--- src/rtl/alu8_pkg.sv ---
package alu8_pkg;

  localparam int OPW = 4;
  localparam int CCW = 8;

  typedef enum logic [OPW-1:0] {
    OP_NEG  = 4'd0,
    OP_COM  = 4'd1,
    OP_INC  = 4'd2,
    OP_DEC  = 4'd3,
    OP_CLR  = 4'd4,
    OP_LSL  = 4'd5,
    OP_LSR  = 4'd6,
    OP_ADD  = 4'd7,
    OP_SUB  = 4'd8,
    OP_CMP  = 4'd9,
    OP_AND  = 4'd10,
    OP_OR   = 4'd11,
    OP_EOR  = 4'd12,
    OP_XNC  = 4'd13,
    OP_XDEC = 4'd14,
    OP_XCLR = 4'd15
  } alu_op_e;

  // condition-code byte, MSB first
  typedef struct packed {
    logic e;
    logic f;
    logic h;
    logic i;
    logic n;
    logic z;
    logic v;
    logic c;
  } ccr_t;

  // operations served by the shared adder
  function automatic logic uses_adder(alu_op_e op);
    case (op)
      OP_NEG, OP_INC, OP_DEC, OP_ADD,
      OP_SUB, OP_CMP, OP_XDEC: return 1'b1;
      default:                 return 1'b0;
    endcase
  endfunction

  // the carry-selected variant resolves to one of two plain operations
  function automatic alu_op_e resolve_op(alu_op_e op, logic carry);
    if (op == OP_XNC) return carry ? OP_COM : OP_NEG;
    return op;
  endfunction

endpackage

--- src/rtl/alu8_arith.sv ---
module alu8_arith
  import alu8_pkg::*;
#(
  parameter int DW = 8
) (
  input  alu_op_e        op,
  input  logic [DW-1:0]  a,
  input  logic [DW-1:0]  b,
  input  ccr_t           cc_in,
  output logic [DW-1:0]  res,
  output ccr_t           cc_out
);

  localparam int HB = DW / 2;

  function automatic logic [DW:0] wide_sum(logic [DW-1:0] x, logic [DW-1:0] y, logic ci);
    return {1'b0, x} + {1'b0, y} + {{DW{1'b0}}, ci};
  endfunction

  function automatic logic low_carry(logic [DW-1:0] x, logic [DW-1:0] y, logic ci);
    logic [HB:0] t;
    t = {1'b0, x[HB-1:0]} + {1'b0, y[HB-1:0]} + {{HB{1'b0}}, ci};
    return t[HB];
  endfunction

  function automatic logic signed_ovf(logic xm, logic ym, logic sm);
    return (xm == ym) && (sm != xm);
  endfunction

  logic [DW-1:0] add_x;
  logic [DW-1:0] add_y;
  logic          add_ci;
  logic [DW:0]   add_sum;
  logic          carry_out;
  logic          half_carry;
  logic          sgn_ovf;

  // operand steering: every operation here is x + y + ci
  always_comb begin
    add_x  = a;
    add_y  = b;
    add_ci = 1'b0;
    case (op)
      OP_ADD:          begin add_x = a;        add_y = b;        add_ci = 1'b0; end
      OP_SUB, OP_CMP:  begin add_x = a;        add_y = ~b;       add_ci = 1'b1; end
      OP_NEG:          begin add_x = '0;       add_y = ~a;       add_ci = 1'b1; end
      OP_INC:          begin add_x = a;        add_y = '0;       add_ci = 1'b1; end
      OP_DEC, OP_XDEC: begin add_x = a;        add_y = '1;       add_ci = 1'b0; end
      default:         begin add_x = a;        add_y = b;        add_ci = 1'b0; end
    endcase
  end

  assign add_sum    = wide_sum(add_x, add_y, add_ci);
  assign res        = add_sum[DW-1:0];
  assign carry_out  = add_sum[DW];
  assign half_carry = low_carry(add_x, add_y, add_ci);
  assign sgn_ovf    = signed_ovf(add_x[DW-1], add_y[DW-1], add_sum[DW-1]);

  always_comb begin
    cc_out   = cc_in;
    cc_out.n = res[DW-1];
    cc_out.z = ~|res;
    cc_out.v = sgn_ovf;
    case (op)
      OP_ADD: begin
        cc_out.c = carry_out;
        cc_out.h = half_carry;
      end
      OP_SUB, OP_CMP, OP_NEG: cc_out.c = ~carry_out;  // borrow
      OP_XDEC:                cc_out.c = carry_out;   // a + 0xFF carries iff a != 0
      default:                cc_out.c = cc_in.c;
    endcase
  end

endmodule

--- src/rtl/alu8_logic.sv ---
module alu8_logic
  import alu8_pkg::*;
#(
  parameter int DW = 8
) (
  input  alu_op_e        op,
  input  logic [DW-1:0]  a,
  input  logic [DW-1:0]  b,
  input  ccr_t           cc_in,
  output logic [DW-1:0]  res,
  output ccr_t           cc_out
);

  logic shl_out;
  logic shr_out;
  logic shl_sign_flip;

  assign shl_out       = a[DW-1];
  assign shr_out       = a[0];
  assign shl_sign_flip = a[DW-1] ^ a[DW-2];

  always_comb begin
    res    = '0;
    cc_out = cc_in;
    case (op)
      OP_COM: begin
        res      = ~a;
        cc_out.v = 1'b0;
        cc_out.c = 1'b1;
      end
      OP_CLR: begin
        res      = '0;
        cc_out.v = 1'b0;
        cc_out.c = 1'b0;
      end
      OP_XCLR: begin
        res      = '0;
        cc_out.v = 1'b0;
      end
      OP_LSL: begin
        res      = {a[DW-2:0], 1'b0};
        cc_out.c = shl_out;
        cc_out.v = shl_sign_flip;
      end
      OP_LSR: begin
        res      = {1'b0, a[DW-1:1]};
        cc_out.c = shr_out;
      end
      OP_AND: begin
        res      = a & b;
        cc_out.v = 1'b0;
      end
      OP_OR: begin
        res      = a | b;
        cc_out.v = 1'b0;
      end
      OP_EOR: begin
        res      = a ^ b;
        cc_out.v = 1'b0;
      end
      default: begin
        res = a;
      end
    endcase
    cc_out.n = res[DW-1];
    cc_out.z = ~|res;
  end

endmodule

--- src/rtl/alu8_core.sv ---
module alu8_core
  import alu8_pkg::*;
#(
  parameter int DW = 8
) (
  input  logic          clk,
  input  logic          rst_n,
  input  logic          in_vld,
  input  logic [3:0]    in_op,
  input  logic [DW-1:0] in_a,
  input  logic [DW-1:0] in_b,
  input  logic [7:0]    in_cc,
  output logic          out_vld,
  output logic [DW-1:0] out_res,
  output logic [7:0]    out_cc,
  output logic          out_wr
);

  localparam int MSB = DW - 1;

  alu_op_e       op_in;
  alu_op_e       eff_op;
  ccr_t          cc_now;
  logic          take_adder;
  logic [DW-1:0] ar_res;
  logic [DW-1:0] lg_res;
  ccr_t          ar_cc;
  ccr_t          lg_cc;
  logic [DW-1:0] nxt_res;
  ccr_t          nxt_cc;
  logic          nxt_wr;

  assign op_in      = alu_op_e'(in_op);
  assign cc_now     = ccr_t'(in_cc);
  assign eff_op     = resolve_op(op_in, cc_now.c);
  assign take_adder = uses_adder(eff_op);

  alu8_arith #(.DW(DW)) u_arith (
    .op     (eff_op),
    .a      (in_a),
    .b      (in_b),
    .cc_in  (cc_now),
    .res    (ar_res),
    .cc_out (ar_cc)
  );

  alu8_logic #(.DW(DW)) u_logic (
    .op     (eff_op),
    .a      (in_a),
    .b      (in_b),
    .cc_in  (cc_now),
    .res    (lg_res),
    .cc_out (lg_cc)
  );

  assign nxt_res = take_adder ? ar_res : lg_res;
  assign nxt_cc  = take_adder ? ar_cc  : lg_cc;
  assign nxt_wr  = (op_in != OP_CMP);

  always_ff @(posedge clk or negedge rst_n) begin
    if (!rst_n) begin
      out_vld <= 1'b0;
      out_res <= '0;
      out_cc  <= '0;
      out_wr  <= 1'b0;
    end else begin
      out_vld <= in_vld;
      if (in_vld) begin
        out_res <= nxt_res;
        out_cc  <= nxt_cc;
        out_wr  <= nxt_wr;
      end
    end
  end

  // ---------------- assertions ----------------
  AST_IDLE_HOLD: assert property (@(posedge clk) disable iff (!rst_n)
    !in_vld |=> !out_vld && $stable(out_res) && $stable(out_cc) && $stable(out_wr));

  AST_NZ_MIRROR: assert property (@(posedge clk) disable iff (!rst_n)
    out_vld |-> (out_cc[3] == out_res[MSB]) && (out_cc[2] == (out_res == '0)));

  AST_EFI_PASS: assert property (@(posedge clk) disable iff (!rst_n)
    in_vld |=> out_cc[7] == $past(in_cc[7]) && out_cc[6] == $past(in_cc[6]) && out_cc[4] == $past(in_cc[4]));

  AST_CMP_NO_WRITE: assert property (@(posedge clk) disable iff (!rst_n)
    in_vld && (in_op == OP_CMP) |=> !out_wr);

  AST_INC_OVERFLOW: assert property (@(posedge clk) disable iff (!rst_n)
    in_vld && (in_op == OP_INC) && (in_a == {1'b0, {MSB{1'b1}}}) |=> out_cc[1]);

  AST_COM_SETS_C: assert property (@(posedge clk) disable iff (!rst_n)
    in_vld && ((in_op == OP_COM) || ((in_op == OP_XNC) && in_cc[0])) |=> out_cc[0]);

  AST_XCLR_KEEP_C: assert property (@(posedge clk) disable iff (!rst_n)
    in_vld && (in_op == OP_XCLR) |=> (out_res == '0) && (out_cc[0] == $past(in_cc[0])));

endmodule

--- config.mk ---
export PLATFORM = sky130hd
export DESIGN_NAME = alu8_core
export DESIGN_NICKNAME = d
export VERILOG_FILES = /design/src/rtl/alu8_pkg.sv /design/src/rtl/alu8_arith.sv /design/src/rtl/alu8_logic.sv /design/src/rtl/alu8_core.sv
export SDC_FILE = /design/constraint.sdc
export NUM_CORES = 1
export LEC_CHECK = 0
export BUFFER_PORTS_ARGS = -buffer_cell sky130_fd_sc_hd__buf_2
export CELL_PAD_IN_SITES_DETAIL_PLACEMENT = 1
export CELL_PAD_IN_SITES_GLOBAL_PLACEMENT = 2
export CORE_MARGIN = 2
export CORE_UTILIZATION = 33
export DETAILED_ROUTE_END_ITERATION = 16
export MAX_ROUTING_LAYER = met4
export PLACE_DENSITY = 0.85
export SETUP_SLACK_MARGIN = 0.1
export SLEW_MARGIN = 20
export SYNTH_ARGS = -nofsm -noshare
export SYNTH_HDL_FRONTEND = slang
export SYNTH_HIERARCHICAL = 1
export SYNTH_SLANG_ARGS = --single-unit
--- constraint.sdc ---
create_clock -name clk -period 0.9 [get_ports clk]
set_clock_uncertainty 0.2 [all_clocks]
set_input_delay 0.135 -clock clk [delete_from_list [all_inputs] [get_ports clk]]
set_output_delay 0.135 -clock clk [all_outputs]
set_load 0.02 [all_outputs]
* Yosys cells after proc, flatten, opt, wreduce, memory -nomap -nowiden
Index checks and enable logic that the tools add are counted.
** Cells by class
- Add/sub/neg operators :: 4
- Eq/ne operators :: 18
- Mux-type cells :: 15
- Bitwise operators :: 7
- Reductions and logical operators :: 14
** Operator list (number)
- $pmux 8 s7 :: 1
- $eq 4x4->1 const B :: 8
- $pmux 8 s4 :: 1
- $eq 4x3->1 const B :: 4
- $mux 8 :: 2
- $not 8->8 :: 2
- $reduce_or 8->1 :: 2
- $add 8x8->9 :: 1
- $add 9x1->9 :: 1
- $and 8x8->8 :: 1
- $eq 4x2->1 const B :: 2
- $mux 4 :: 2
- $or 8x8->8 :: 1
- $reduce_or 2->1 :: 4
- $xor 8x8->8 :: 1
- $reduce_or 7->1 :: 1
- $mux 6 :: 1
- $reduce_or 6->1 :: 1
- $add 4x4->5 :: 1
- $add 5x1->5 :: 1
- $mux 1 :: 5
- $eq 4x1->1 const B :: 1
- $logic_not 4->1 :: 1
- $ne 4x4->1 const B :: 1
- 10 further kinds :: 12
** Storage, ports and cells
- Flip-flop bits (word level) :: 18
- Input bits :: 31
- Word-level logic and storage cells :: 62

* Longest topological paths before layout
- Word-level depth :: 11
- Depth in mapped cells :: 19
- Mapped depth without buffers :: 17

* Cells and area by module
Netlist, hierarchy kept.
** Modules (own cells, without submodules)
- alu8_core :: instances 1, cells each 109, area each 1017.2 um^2, sequential area each 450.4 um^2
- alu8_logic :: instances 1, cells each 155, area each 1001.0 um^2, sequential area each 0.0 um^2
- alu8_arith :: instances 1, cells each 130, area each 864.6 um^2, sequential area each 0.0 um^2

* Least setup slack after synthesis
OpenSTA, ideal clock, no wires.
- Path type :: in2reg
- Start :: in in_op[0]
- End :: reg out_cc[0]
- Setup time :: 0.141 ns
- Arrival time :: 3.677 ns
- Required time :: 0.559 ns
- Setup slack :: -3.118 ns
- Stages :: 18
- Path buffers :: 1
- Cell sequence :: nor2b_1 a21boi_0 or2_2 clkbuf_1 o22ai_1 a21oi_1 o211ai_1 fa_1 inv_1 fa_1 nor2b_1 o31a_1 a311o_1 a21oi_1 a311o_1 o21ai_1 o21ai_1 a31oi_1
** RTL lines
- start, declared :: RTL line alu8_core.sv:9 : input logic [3:0] in_op,
- end signal, assigned :: RTL line alu8_core.sv:70 : out_cc <= nxt_cc;
- end, declared :: RTL line alu8_core.sv:15 : output logic [7:0] out_cc,

==> key figures <==
Status
  • Status: finished with violations
  • Failing checks: negative hold slack, negative setup slack

Yosys
  • Yosys Warn Count: 6
  • Netlist cell types: slightly below 70
  • Mux cell area share after synthesis: 0.007378
  • Largest family of logic cells by synthesized area: compound AO/OA/AOI/OAI gates
  • Flip-flop and latch count after synthesis: 18
  • Synthesized area: 0.002883 mm^2
  • Area share of fa/ha/maj cells after synthesis: 0.1137
  • XOR/XNOR share of the synthesized area: 0.02734
  • Synth Net Count: 450
  • Cell count after synthesis: 394
  • Number of flops mapped to enable cells by yosys: 0
  • Top FF cell, synth: dfrtp_1
  • Syn avg cell area: roughly 7.3 um^2
  • Synth Area in Compound Gates: 0.3069
  • Register area share after synthesis: 0.1563
  • Post-synth ARST share: 1.000
  • Simple-gate portion of the synthesized area: 0.2765

Setup path
  • Worst Path Required: roughly 800 ps
  • Crit-path slowest cell: fa_2
  • Family with the most delay on the worst path: compound AO/OA/AOI/OAI gates
  • CP Depth: 23
  • CP Launch Point: in_op[3]
  • R2R cell count: 3
  • FF-to-FF End: out_cc[3]
  • Crit path capture: out_cc[3]
  • Crit path largest cell delay: 400 ps
  • Most frequent CP cell: buf_4
  • WP buf/inv: 10
  • CP arrival: 3600 ps
  • Launching point of the worst reg2reg path: out_cc[3]
  • Worst Setup Start Kind: primary input
  • CP Capture Type: flip-flop
  • Maximum fanout along the worst path: 4
  • Crit Path Category: primary input to flip-flop
  • Worst path cell trace: buf_4, nor3b_4, a21boi_4, buf_4, buf_4, nor2b_1, buf_4, o21ai_2, o211ai_1, fa_2, buf_4, a21o_1, a21oi_4, buf_6, buf_4, buf_6, nor3_2, o31ai_1, nand2_1, buf_6, buf_6, o21ai_1, a31oi_1
  • R2r setup slk: -170 ps

STA
  • Pins Over Slew Limit: 0
  • Tcrit/Tclk final: 4.094
  • Worst slew pin tran: 519.8 ps
  • RSZ-0062 raised after global routing: yes
  • Final-report hold violation count: 21
  • WHS: -396.3 ps
  • Minimum clock period: 3684 ps
  • Final setup fails: 35
  • Final WS setup: -2784 ps
  • Max frequency: roughly 270 MHz
  • Rel. slew slack: 0.6518

Die
  • Full die area: roughly 0.0095 mm^2
  • Starting Density: 0.3355
  • Die X: 97.47 um
  • CORE AREA: 0.008593 mm^2
  • IO Pins: 49
  • Die Height: 97.47 um
  • Rows: 34

CTS
  • Clock H-tree levels: 1
  • CTS Root Cell: clkbuf_8
  • Num CTS Buffers: 3
  • Number of sinks on the clock net: 18
  • Clk_lat worst skew: between 200 and 300 ps
  • CTS tree: done
  • Max clock buf depth: 2
  • Clk pin slew, worst setup/hold paths: about 70 ps

Global routing
  • Vias in the first global route: 4,263
  • GRT Total Usage: 0.3149
  • Largest net degree at the start of global routing: 25
  • First-pass GRT wire length: 23,200 um
  • Gr ovfl total: 0
  • Antenna violations before repair: 1

Run
  • Max Cap Viol: 0

Placed design
  • Worst slack, placed: -2691 ps
  • Buffers on Ports: 46
  • Hpwl dp: 8697 um
  • Dpl cell area: 0.003924 mm^2
  • Final GP Congestion: 0.9091
  • Inst Count DP: 614

Power
  • Leakage power: 2.349 nW
  • VDD IR max: 0.5467 mV
  • Power per cell area: 1208 mW/mm^2

Finish
  • Most frequent cells in the layout: 117 x buf_4, 48 x buf_6, 38 x nor2_1
  • Finished Core Util: 0.5853
  • Non-filler cells, final: 677
  • Syn-to-layout area delta: 74.48%
  • Share of cells above drive strength 1: 0.5088
  • Final instance area: slightly above 0.005 mm^2
  • Commonest non-fill, non-tap cell in the layout: buf_4
  • Fin nets: around 630
  • Fill cells: between 1,000 and 1,500

Routing
  • DR pass1 iterations: 5
  • Vias per cell: 5.932
  • Vias post-DR: 4,016
  • 1st-iter DRT viols: 251
  • Post-DRT Antenna Nets: 0
  • Drt total wl: ~16,000 um
  • DRC: 0
  • WL per Instance: between 20 and 25 um

Worst hold path
  • Worst Hold Class: primary input to asynchronous set/reset pin
report_power, final:
part / total (W) / internal [W] / leakage, nW / switching [W]
clock network: 0.000670 / 0.000389 / 0.0288 / 0.000281
logic: 0.00435 / 0.00215 / 2.12 / 0.00220
registers: 0.00105 / 0.000942 / 0.203 / 0.000110
layout make-up:
| class | count | area [um^2] | share of cell area |
|---|---|---|---|
| antenna | 1 | 2.502 | 0.0004975 |
| inverter | 22 | 82.58 | 0.01642 |
| multi-input combinational | 318 | 2414 | 0.4799 |
| timing repair buffer | 206 | 1889 | 0.3756 |
| tap | 108 | 135.1 | 0.02687 |
| clock buffer | 4 | 55.05 | 0.01095 |
| sequential | 18 | 451.7 | 0.08980 |
stage by stage:
step | hold slack, ps | TNS [ps] | total power (W)
2_1_floorplan | -360.6 | -26820 | 0.002730
3_3_place_gp | -117.3 | -31880 | 0.003823
3_5_place_dp | -112.6 | -33900 | 0.003959
4_1_cts | -383.5 | -35650 | 0.005446
5_1_grt | -385.4 | -41060 | 0.006323
6_report | -396.3 | -39720 | 0.006076
cells in the mapped netlist, drive strengths merged (2+ instances only):
cell     number  share of area
a22oi         7          0.018
o21ai        41          0.074
nand2b        5          0.011
nand3        19          0.052
nand2        38          0.049
a31oi        19          0.041
clkbuf       13          0.017
o211ai       10          0.026
o21a          3         0.0082
a21boi        2         0.0052
nor2b        17          0.037
inv          21          0.027
nor2         42          0.056
o22a          3         0.0091
xnor2         6          0.018
and2          2         0.0043
a311o         2         0.0069
a21oi        25          0.047
buf          23          0.066
dfrtp        18           0.16
a2bb2oi       3         0.0091
ha           23           0.10
a221oi        2         0.0061
fa            2          0.014
o22ai         7          0.015
xor2          3         0.0091
or2b          2         0.0052
or2           2         0.0043
a221o         2         0.0069
nor3b         4          0.014
nor3          5          0.014
kinds of logic after synthesis:
logic type / Yosys count
multiplexers: 2
buffers and inverters: 58
adder cells (fa/ha/maj): 25
AND/OR/NAND/NOR: 145
XOR/XNOR: 9
AO/OA/AOI/OAI: 137
flip-flops: 18
worst min-delay path by stage:
stage / from / to / slack, ps / cells past startpoint
global placement: rst_n / out_vld / -120 / 1
finish: rst_n / out_cc[4] / -400 / 1
CTS: rst_n / out_vld / -380 / 1
floorplan: rst_n / out_cc[0] / -360 / 0
global route: rst_n / out_cc[4] / -390 / 1
detailed placement: rst_n / out_vld / -110 / 1
metal layers:
metal,share of wire,track usage
met5,0,-
met4,0.044,0.1731
met3,0.051,0.03669
met2,0.52,0.5491
met1,0.39,0.3494
flip-flops by register name, indices dropped and copies added, names as in the netlist:
| register | flops |
|---|---|
| out_cc | 8 |
| out_res | 8 |
| out_vld | 1 |
| out_wr | 1 |
what timing repair did:
item | in CTS | in global routing
setup endpoints to repair | 35 | 35
buffers inserted | 58 | 31
gates resized for setup | 113 | 53
pin swaps | 37 | 40
endpoints found under the hold margin | 22 | 21
gates cloned | 2 | 0
Note: power is estimated with default switching activity, not from simulation.
